## config.mk

```make
export PLATFORM = sky130hd
export DESIGN_NAME = spi_reg_port
export DESIGN_NICKNAME = d
export VERILOG_FILES = /design/src/rtl/spi_reg_pkg.sv /design/src/rtl/spi_reg_sync.sv /design/src/rtl/spi_reg_bank.sv /design/src/rtl/spi_reg_ctrl.sv /design/src/rtl/spi_reg_port.sv
export SDC_FILE = /design/constraint.sdc
export NUM_CORES = 1
export LEC_CHECK = 0
export ABC_AREA = 1
export BUFFER_PORTS_ARGS = -buffer_cell sky130_fd_sc_hd__buf_4
export CORE_MARGIN = 5
export CORE_UTILIZATION = 62
export DETAILED_ROUTE_END_ITERATION = 12
export GPL_ROUTABILITY_DRIVEN = 0
export PLACE_DENSITY = 0.84
export SYNTH_ARGS = -nofsm -noshare
export SYNTH_HDL_FRONTEND = slang
export SYNTH_SLANG_ARGS = --single-unit
export TNS_END_PERCENT = 100
```

## constraint.sdc

```tcl
create_clock -name clk -period 3.21 [get_ports clk]
set_clock_uncertainty 0.2 [all_clocks]
set_input_delay 0.642 -clock clk [delete_from_list [all_inputs] [get_ports clk]]
set_output_delay 0.642 -clock clk [all_outputs]
set_load 0.1 [all_outputs]
```

## src/rtl/spi_reg_pkg.sv

```systemverilog
// Package: shared types and command encodings for the SPI register port.
// Assumes the header carries a 5-bit address field and a 5-bit count field.
package spi_reg_pkg;

    // Width of the address and count fields in the header bytes.
    localparam int HDR_ADDR_W = 5;

    // Top three bits of the first header byte select the burst direction.
    localparam logic [2:0] GRP_READ  = 3'b001;
    localparam logic [2:0] GRP_WRITE = 3'b010;

    // Single-byte opcodes that drive the streaming flag.
    localparam logic [7:0] OP_STREAM_ON  = 8'h10;
    localparam logic [7:0] OP_STREAM_OFF = 8'h11;

    // Decoder phase within a frame.
    typedef enum logic [2:0] {
        PH_OPCODE = 3'd0,
        PH_COUNT  = 3'd1,
        PH_READ   = 3'd2,
        PH_WRITE  = 3'd3,
        PH_IGNORE = 3'd4
    } phase_t;

endpackage

```

## src/rtl/spi_reg_sync.sv

```systemverilog
// Module: spi_reg_sync
// Brings sclk, cs_n and din into the clk domain through STAGES flops.
// Produces one-cycle rising and falling strobes for sclk, gated by select.
// Assumes clk runs at least four times sclk, so no edge is missed.
module spi_reg_sync #(
    parameter int STAGES = 2
) (
    input  logic clk,
    input  logic rst_n,
    input  logic sclk,
    input  logic cs_n,
    input  logic din,
    output logic sclk_rise,
    output logic sclk_fall,
    output logic cs_idle,
    output logic din_s
);

    localparam int LANES = 3;
    localparam logic [LANES-1:0] IDLE_VAL = 3'b100;   // {cs_n, sclk, din}

    logic [LANES-1:0] stage_q [STAGES];
    logic             sclk_d;
    logic [LANES-1:0] synced;

    for (genvar gs = 0; gs < STAGES; gs++) begin : g_stage
        if (gs == 0) begin : g_first
            // First flop of the chain: captures the raw pins.
            always_ff @(posedge clk) begin
                if (!rst_n) stage_q[gs] <= IDLE_VAL;
                else        stage_q[gs] <= {cs_n, sclk, din};
            end
        end else begin : g_next
            // Later flops: pass the previous stage along.
            always_ff @(posedge clk) begin
                if (!rst_n) stage_q[gs] <= IDLE_VAL;
                else        stage_q[gs] <= stage_q[gs-1];
            end
        end
    end

    assign synced = stage_q[STAGES-1];

    // Delayed copy of the synced sclk, used for edge detection.
    always_ff @(posedge clk) begin
        if (!rst_n) sclk_d <= 1'b0;
        else        sclk_d <= synced[1];
    end

    // Edge strobes are suppressed while the select is inactive.
    always_comb begin
        cs_idle   = synced[2];
        din_s     = synced[0];
        sclk_rise = synced[1] & ~sclk_d & ~synced[2];
        sclk_fall = ~synced[1] & sclk_d & ~synced[2];
    end

endmodule

```

## src/rtl/spi_reg_bank.sv

```systemverilog
// Module: spi_reg_bank
// Bank of NUM_REGS 8-bit registers. Entry 0 is a fixed identification value.
// Writes and reads at addresses >= NUM_REGS are discarded and return zero.
// Assumes one write per cycle at most; the read port is combinational.
module spi_reg_bank #(
    parameter int         NUM_REGS = 12,
    parameter logic [7:0] ID_VALUE = 8'hA5,
    parameter int         AW       = 6
) (
    input  logic          clk,
    input  logic          rst_n,
    input  logic          wr_en,
    input  logic [AW-1:0] wr_addr,
    input  logic [7:0]    wr_data,
    input  logic [AW-1:0] rd_addr,
    output logic [7:0]    rd_data
);

    logic [7:0] reg_vec [NUM_REGS];

    for (genvar gi = 0; gi < NUM_REGS; gi++) begin : g_reg
        if (gi == 0) begin : g_id
            assign reg_vec[gi] = ID_VALUE;
        end else begin : g_rw
            logic [7:0] value_q;
            // Holds one configuration byte; loads on a matching write.
            always_ff @(posedge clk) begin
                if (!rst_n)                              value_q <= 8'h00;
                else if (wr_en && wr_addr == AW'(gi))    value_q <= wr_data;
            end
            assign reg_vec[gi] = value_q;
        end
    end

    // Read multiplexer; out-of-range addresses match nothing and give zero.
    always_comb begin
        rd_data = 8'h00;
        for (int i = 0; i < NUM_REGS; i++) begin
            if (rd_addr == AW'(i)) rd_data = reg_vec[i];
        end
    end

endmodule

```

## src/rtl/spi_reg_ctrl.sv

```systemverilog
// Module: spi_reg_ctrl
// Command decoder: shifts in bytes, decodes the two-byte burst header,
// auto-increments the address and sequences read and write bursts.
// Also owns the streaming flag. Works on the edge strobes from spi_reg_sync.
// Assumes rd_data settles in the same cycle as rd_addr.
module spi_reg_ctrl
    import spi_reg_pkg::*;
#(
    parameter int AW = HDR_ADDR_W + 1
) (
    input  logic          clk,
    input  logic          rst_n,
    input  logic          sclk_rise,
    input  logic          sclk_fall,
    input  logic          cs_idle,
    input  logic          din_s,
    input  logic [7:0]    rd_data,
    output logic [AW-1:0] rd_addr,
    output logic          wr_en,
    output logic [AW-1:0] wr_addr,
    output logic [7:0]    wr_data,
    output logic          dout,
    output logic          stream_active
);

    localparam int CW = HDR_ADDR_W;

    phase_t          phase_q, phase_n;
    logic [2:0]      bit_q, bit_n;
    logic [7:0]      rx_q, rx_n, rx_next;
    logic [7:0]      tx_q, tx_n;
    logic [AW-1:0]   addr_q, addr_n;
    logic [CW-1:0]   remain_q, remain_n;
    logic            rd_mode_q, rd_mode_n;
    logic            stream_q, stream_n;
    logic            byte_done;
    logic            is_burst;

    // Next-state logic for the whole decoder.
    always_comb begin
        rx_next   = {rx_q[6:0], din_s};
        byte_done = sclk_rise && (bit_q == 3'd7);
        is_burst  = (rx_next[7:5] == GRP_READ) || (rx_next[7:5] == GRP_WRITE);

        phase_n   = phase_q;
        bit_n     = bit_q;
        rx_n      = rx_q;
        tx_n      = tx_q;
        addr_n    = addr_q;
        remain_n  = remain_q;
        rd_mode_n = rd_mode_q;
        stream_n  = stream_q;
        wr_en     = 1'b0;

        if (cs_idle) begin
            phase_n = PH_OPCODE;
            bit_n   = 3'd0;
            tx_n    = 8'h00;
        end else begin
            if (sclk_rise) begin
                rx_n  = rx_next;
                bit_n = bit_q + 3'd1;
            end
            if (byte_done) begin
                unique case (phase_q)
                    PH_OPCODE: begin
                        if (is_burst) begin
                            if (stream_q) begin
                                phase_n = PH_IGNORE;
                            end else begin
                                addr_n    = {1'b0, rx_next[CW-1:0]};
                                rd_mode_n = (rx_next[7:5] == GRP_READ);
                                phase_n   = PH_COUNT;
                            end
                        end else if (rx_next == OP_STREAM_ON) begin
                            stream_n = 1'b1;
                        end else if (rx_next == OP_STREAM_OFF) begin
                            stream_n = 1'b0;
                        end
                    end
                    PH_COUNT: begin
                        remain_n = rx_next[CW-1:0];
                        tx_n     = 8'h00;
                        phase_n  = rd_mode_q ? PH_READ : PH_WRITE;
                    end
                    PH_READ: begin
                        addr_n = addr_q + AW'(1);
                        if (remain_q == '0) phase_n = PH_OPCODE;
                        else                remain_n = remain_q - CW'(1);
                    end
                    PH_WRITE: begin
                        wr_en  = 1'b1;
                        addr_n = addr_q + AW'(1);
                        if (remain_q == '0) phase_n = PH_OPCODE;
                        else                remain_n = remain_q - CW'(1);
                    end
                    default: ;
                endcase
            end
            if (sclk_fall && phase_q == PH_READ) begin
                tx_n = (bit_q == 3'd0) ? rd_data : {tx_q[6:0], 1'b0};
            end
        end
    end

    // State registers of the decoder.
    always_ff @(posedge clk) begin
        if (!rst_n) begin
            phase_q   <= PH_OPCODE;
            bit_q     <= 3'd0;
            rx_q      <= 8'h00;
            tx_q      <= 8'h00;
            addr_q    <= '0;
            remain_q  <= '0;
            rd_mode_q <= 1'b0;
            stream_q  <= 1'b0;
        end else begin
            phase_q   <= phase_n;
            bit_q     <= bit_n;
            rx_q      <= rx_n;
            tx_q      <= tx_n;
            addr_q    <= addr_n;
            remain_q  <= remain_n;
            rd_mode_q <= rd_mode_n;
            stream_q  <= stream_n;
        end
    end

    // Output drive: dout is live only during the read data phase.
    always_comb begin
        rd_addr       = addr_q;
        wr_addr       = addr_q;
        wr_data       = rx_next;
        dout          = (phase_q == PH_READ) & tx_q[7];
        stream_active = stream_q;
    end

endmodule

```

## src/rtl/spi_reg_port.sv

```systemverilog
// Module: spi_reg_port (top)
// SPI slave giving burst read and write access to a small register bank.
// The serial clock is in mode-0 timing and the select is active low.
// Assumes clk is at least four times sclk and that NUM_REGS <= 32.
module spi_reg_port #(
    parameter int         NUM_REGS    = 12,
    parameter logic [7:0] ID_VALUE    = 8'hA5,
    parameter int         SYNC_STAGES = 2
) (
    input  logic clk,
    input  logic rst_n,
    input  logic sclk,
    input  logic cs_n,
    input  logic din,
    output logic dout,
    output logic stream_active
);

    localparam int AW = spi_reg_pkg::HDR_ADDR_W + 1;

    logic          sclk_rise;
    logic          sclk_fall;
    logic          cs_idle;
    logic          din_s;
    logic          wr_en;
    logic [AW-1:0] wr_addr;
    logic [7:0]    wr_data;
    logic [AW-1:0] rd_addr;
    logic [7:0]    rd_data;

    spi_reg_sync #(
        .STAGES (SYNC_STAGES)
    ) u_sync (
        .clk       (clk),
        .rst_n     (rst_n),
        .sclk      (sclk),
        .cs_n      (cs_n),
        .din       (din),
        .sclk_rise (sclk_rise),
        .sclk_fall (sclk_fall),
        .cs_idle   (cs_idle),
        .din_s     (din_s)
    );

    spi_reg_ctrl #(
        .AW (AW)
    ) u_ctrl (
        .clk           (clk),
        .rst_n         (rst_n),
        .sclk_rise     (sclk_rise),
        .sclk_fall     (sclk_fall),
        .cs_idle       (cs_idle),
        .din_s         (din_s),
        .rd_data       (rd_data),
        .rd_addr       (rd_addr),
        .wr_en         (wr_en),
        .wr_addr       (wr_addr),
        .wr_data       (wr_data),
        .dout          (dout),
        .stream_active (stream_active)
    );

    spi_reg_bank #(
        .NUM_REGS (NUM_REGS),
        .ID_VALUE (ID_VALUE),
        .AW       (AW)
    ) u_bank (
        .clk     (clk),
        .rst_n   (rst_n),
        .wr_en   (wr_en),
        .wr_addr (wr_addr),
        .wr_data (wr_data),
        .rd_addr (rd_addr),
        .rd_data (rd_data)
    );

endmodule

```

Word-level counts from Yosys, hierarchy flattened
Memory sizes are Yosys's and may differ from the RTL's.
Index checks and enable logic that the tools add are counted.

storage, ports and cells
  bits in latches = 0
  bits in registers = 123
  ROM bits = 0
  memories = 1
  memory bits (writable) = 6
  logic and storage cells = 128

memories
  memory          depth  bits a word  read ports  clocked after Yosys merged registers in  write ports  RTL line            source
  u_sync.stage_q  2      3            2           0                                        2            spi_reg_sync.sv:22  logic [LANES-1:0] stage_q [STAGES];

operators by class
  magnitude comparators = 0
  reductions and logical operators = 33
  eq/ne operators = 23
  divide/modulo/power cells = 0
  multiply operators = 0
  mux-type cells = 35
  shift-type cells = 0
  bitwise operators = 13
  add/sub/neg operators = 3

operators by type and width
  kind                                                                    count
  8-bit 2-to-1 mux                                                        16
  6-bit by 3-bit equality test with 1-bit output (second input constant)  4
  6-bit by 4-bit equality test with 1-bit output (second input constant)  4
  8-bit by 5-bit equality test with 1-bit output (second input constant)  2
  3-bit 2-to-1 mux                                                        5
  5-bit AND reduction                                                     3
  1-bit logical AND                                                       13
  6-bit by 2-bit equality test with 1-bit output (second input constant)  2
  6-bit 2-to-1 mux                                                        2
  6-bit case mux with 2 select lines                                      1
  5-bit case mux with 2 select lines                                      1
  2-bit nonzero test                                                      5
  3-bit by 2-bit equality test with 1-bit output (second input constant)  3
  3-bit case mux with 3 select lines                                      1
  1-bit 2-to-1 mux                                                        8
  4-bit AND reduction                                                     2
  6-bit by 1-bit adder with 6-bit output (second input constant)          1
  3-bit by 1-bit equality test with 1-bit output (second input constant)  2
  6-bit by 1-bit equality test with 1-bit output (second input constant)  1
  3-bit logical NOT                                                       2
  6-bit logical NOT                                                       1
  1-bit inverter                                                          6
  1-bit AND                                                               5
  5-bit logical NOT                                                       1
  other kinds (11)                                                        16

Logic depth before layout (Yosys ltp)
  depth after elaboration = 15
  gate-level depth with buffers = 19
  depth with buffers taken out = 19

Modules after synthesis
A second synthesis with hierarchy kept.

unflattened totals
  cells, all modules = 919
  area total of the unflattened synthesis = 6129.6 µm²

by module, submodules not included
  module        instances  area an instance (µm²)  cells an instance  sequential area each (µm²)
  spi_reg_bank  1          4011.3                  597                1761.7
  spi_reg_ctrl  1          1903.1                  295                680.7
  spi_reg_sync  1          215.2                   27                 140.1

Least setup slack after synthesis
Ideal clock, no wire load.

  path kind = register to output
  start point = register u_ctrl.phase_q[1]
  end point = output port dout
  data arrival time = 1945 ps
  stages on the path, launching flop included = 5
  slack = 423 ps
  path through = dfxtp_1 inv_2 nor3_1 inv_2 nor2_1

on the way
  cells in the longest elaborated chain, start to end = 2

ends and longest elaborated chain
  element                                         RTL line             source
  start: declaration                              spi_reg_ctrl.sv:28   phase_t phase_q, phase_n;
  start signal: assignment                        spi_reg_ctrl.sv:118  phase_q <= phase_n;
  3-bit by 2-bit equality test with 1-bit output  spi_reg_ctrl.sv:134  dout = (phase_q == PH_READ) & tx_q[7];
  1-bit AND                                       spi_reg_ctrl.sv:134
  end: declaration                                spi_reg_port.sv:15   output logic dout,

Every way passes these cells.

Worst setup path after layout
Same ends and word-level chain as after synthesis.

==> impl_metrics.json <==
{
  "dp_hpwl_mm": 9.934,
  "gr-usage-all-layers": 0.2796,
  "insertion_delay_ns": 0.52,
  "hp-class": "in -> reg",
  "h-tree-depth": 4,
  "design_area_um2": 6771,
  "cts_made_buffers": 17,
  "io_pins": 7,
  "setup_ws_ns": 0.5983,
  "yosys_warnings": 0,
  "tightest_slew_ns": 0.8213,
  "die_h_um": 109.4,
  "layout.nets": 873,
  "cpMaxStageDelayCell": "dfxtp_1",
  "worst-endpoint-required_ns": 2.37,
  "synth_ff_type": "dfxtp_1",
  "grt_pass1_wl_mm": 26.54,
  "area.growth.synth_to_final_pct": 10.56,
  "slowest_delay_ns": 0.46,
  "instances_no_fill": 1005,
  "cts_tree": "yes",
  "avgSynthCellArea_um2": 7.072,
  "hold_viol": 0,
  "wl_mm": 15.53,
  "n_antenna_cell": 0,
  "clockBufferDepth": 2,
  "status": "finished, final reports clean",
  "synth-seq-cells": 129,
  "drt_iter0_drc": 460,
  "cts_sinks": 129,
  "start_util": 0.6324,
  "place_inst": 973,
  "setup_viol": 0,
  "maxSlewViolCount": 0,
  "relSlewSlack": 0.4518,
  "antenna_found_initial": 0,
  "crit_fanout": 6,
  "worstSetupEndpointType": "primary output",
  "cts_resized": 0,
  "crit_path_start_kind": "register",
  "cts_hold_buffers": 0,
  "detailedPlace.worstSlack_ns": 0.7433,
  "syn_inst": 866,
  "firstDrtPassIters": 5,
  "io_buffers": 6,
  "p_per_area_nw_per_um2": 501.2,
  "max_cap_viol_count": 0,
  "place_area_um2": 6242,
  "fin_crit_ns": 2.612,
  "drc": 0,
  "async_reset_ff_frac": 0,
  "root_buffer": "clkbuf_8",
  "crit_path_cell_trace": "inv_2, nor3_1, inv_2, nor2_1, buf_4",
  "rsz0062_at_grt": "no",
  "tns_ns": 0,
  "grt_max_degree": 66,
  "coreArea_um2": 9684,
  "ant_nets": 0,
  "grt-ovfl-total": 0,
  "path_buf_inv": 3,
  "num_vias": 5909,
  "fmax_mhz": 382.9,
  "wl_per_cell_um": 15.45,
  "leakage_uw": 0.002541,
  "dieArea_um2": 11970,
  "post_cts_buffers": 0,
  "grt_pass1_vias": 5617,
  "synth_cell_type_count": 38,
  "yosysSeqAreaShare": 0.4217,
  "cpMostUsedCell": "inv_2",
  "syn_area_um2": 6125,
  "min_period_over_period": 0.8136,
  "vias_per_cell": 5.880,
  "critPathTopFamily": "buffers and inverters",
  "syn_nets": 880,
  "synth_edf_count": 0,
  "clk_pin_slew_ns": 0.06,
  "rows": 36,
  "fp.dieW_um": 109.4,
  "vdd_drop_max_mv": 0.3133,
  "path_class": "reg -> out",
  "cp_data_arrival_time_ns": 1.77,
  "layout-drive-gt1-share": 0.09518,
  "total_power_uw": 3394
}
[cells in the mapped netlist, types with 2 or more instances]
master,count,area [um2]
inv_1,73,274.0
inv_2,8,30.03
nor2_4,4,45.04
nand2_4,2,22.52
o21ai_0,71,355.3
nor2_8,3,60.06
clkbuf_1,26,97.59
nand4_1,6,37.54
xor2_1,4,35.03
a31oi_1,7,43.79
ha_1,9,112.6
nand3_1,59,295.3
or2_0,3,18.77
o21ai_1,2,10.01
or2_2,3,18.77
nor4_1,4,25.02
nand2_2,4,25.02
clkinv_1,2,7.510
a211oi_1,5,37.54
a21oi_1,154,770.7
nand2_1,212,795.8
nor2_2,3,18.77
nor3_4,3,48.80
nor2_1,37,138.9
buf_2,16,80.08
dfxtp_1,129,2582
buf_4,2,15.01
nor3_1,5,25.02
[tightest hold or removal path, delay by kind of cell]
kind,cells,cell delay [ns]
buffers and inverters,2,0.12
and+or+nand+nor,1,0.04
[per-layer routing]
layer  global-route usage  routed length, um  up-vias
met5                    0                  0        -
met2               0.4551               7456      267
met3              0.05989               1220       55
met1               0.3571               6321     2736
met4               0.1247                532        0
li1                     -                  -     2851
[power breakdown]
part,switching [uW],internal (uW),total (uW)
clock network,690,1040,1730
registers,7.62,1610,1610
logic,39.1,14.4,53.5
[kinds of logic (layout without fill, tap and decap cells)]
group / after synthesis / in the layout / share of synthesized area
AO/OA/AOI/OAI: 243 / 243 / 0.2039
flip-flops: 129 / 129 / 0.4217
AND/OR/NAND/NOR: 352 / 352 / 0.2652
adder cells (fa/ha/maj): 9 / 9 / 0.01839
XOR/XNOR: 4 / 4 / 0.005720
buffers and inverters: 129 / 135 / 0.08519
[sequential cells by signal, summed over array words and instances, names as in the netlist]
name,count
u_sync.stage_q,6
u_ctrl.remain_q,5
u_ctrl.phase_q,3
u_ctrl.rd_mode_q,1
u_bank.g.g_rw.value_q,88
u_ctrl.tx_q,8
u_ctrl.bit_q,3
u_ctrl.rx_q,7
u_ctrl.rd_addr,6
u_sync.sclk_d,1
u_ctrl.stream_active,1
[stage by stage]
step                        util  hold slack [ns]
after floorplan                -           0.1905
after global placement    0.6446           0.1990
after detailed placement  0.6446           0.2051
after CTS                 0.6992          0.09503
after global routing      0.6992           0.1035
final                     0.6992           0.1027
[final timing paths]
path	cells past startpoint	slack (ns)	to	start
worst min-delay path	3	0.10	u_sync.stage_q[0][1]	sclk
worst max-delay path	5	0.60	dout	u_ctrl.phase_q[1]
worst min register to register	2	0.22	u_sync.stage_q[1][1]	u_sync.stage_q[0][1]
worst max register to register	14	0.65	u_ctrl.tx_q[3]	u_ctrl.rd_addr[2]
[layout by cell type (no fill, tap or decap), types with 4 or more instances in the layout]
cell type     n
clkinvlp_4    4
clkinv_2      6
nor2_1       37
nor3_1        5
a211oi_1      5
nor4_1        4
a31oi_1       7
clkbuf_16    16
inv_1        73
xor2_1        4
ha_1          9
nand2_2       4
o21ai_0      71
a21oi_1     154
buf_4        18
nor2_4        4
inv_2         8
nand2_1     212
nand3_1      59
dfxtp_1     129
nand4_1       6
[area by class of cell]
class	instances	area, um2
Sequential cell	129	2582
Clock inverter	11	90.09
Multi-Input combinational cell	608	3020
Tap cell	133	166.4
Inverter	84	317.8
Timing Repair Buffer	19	155.1
Fill cell	719	2913
Clock buffer	21	439.2
Power figures use the tool's default switching activity.
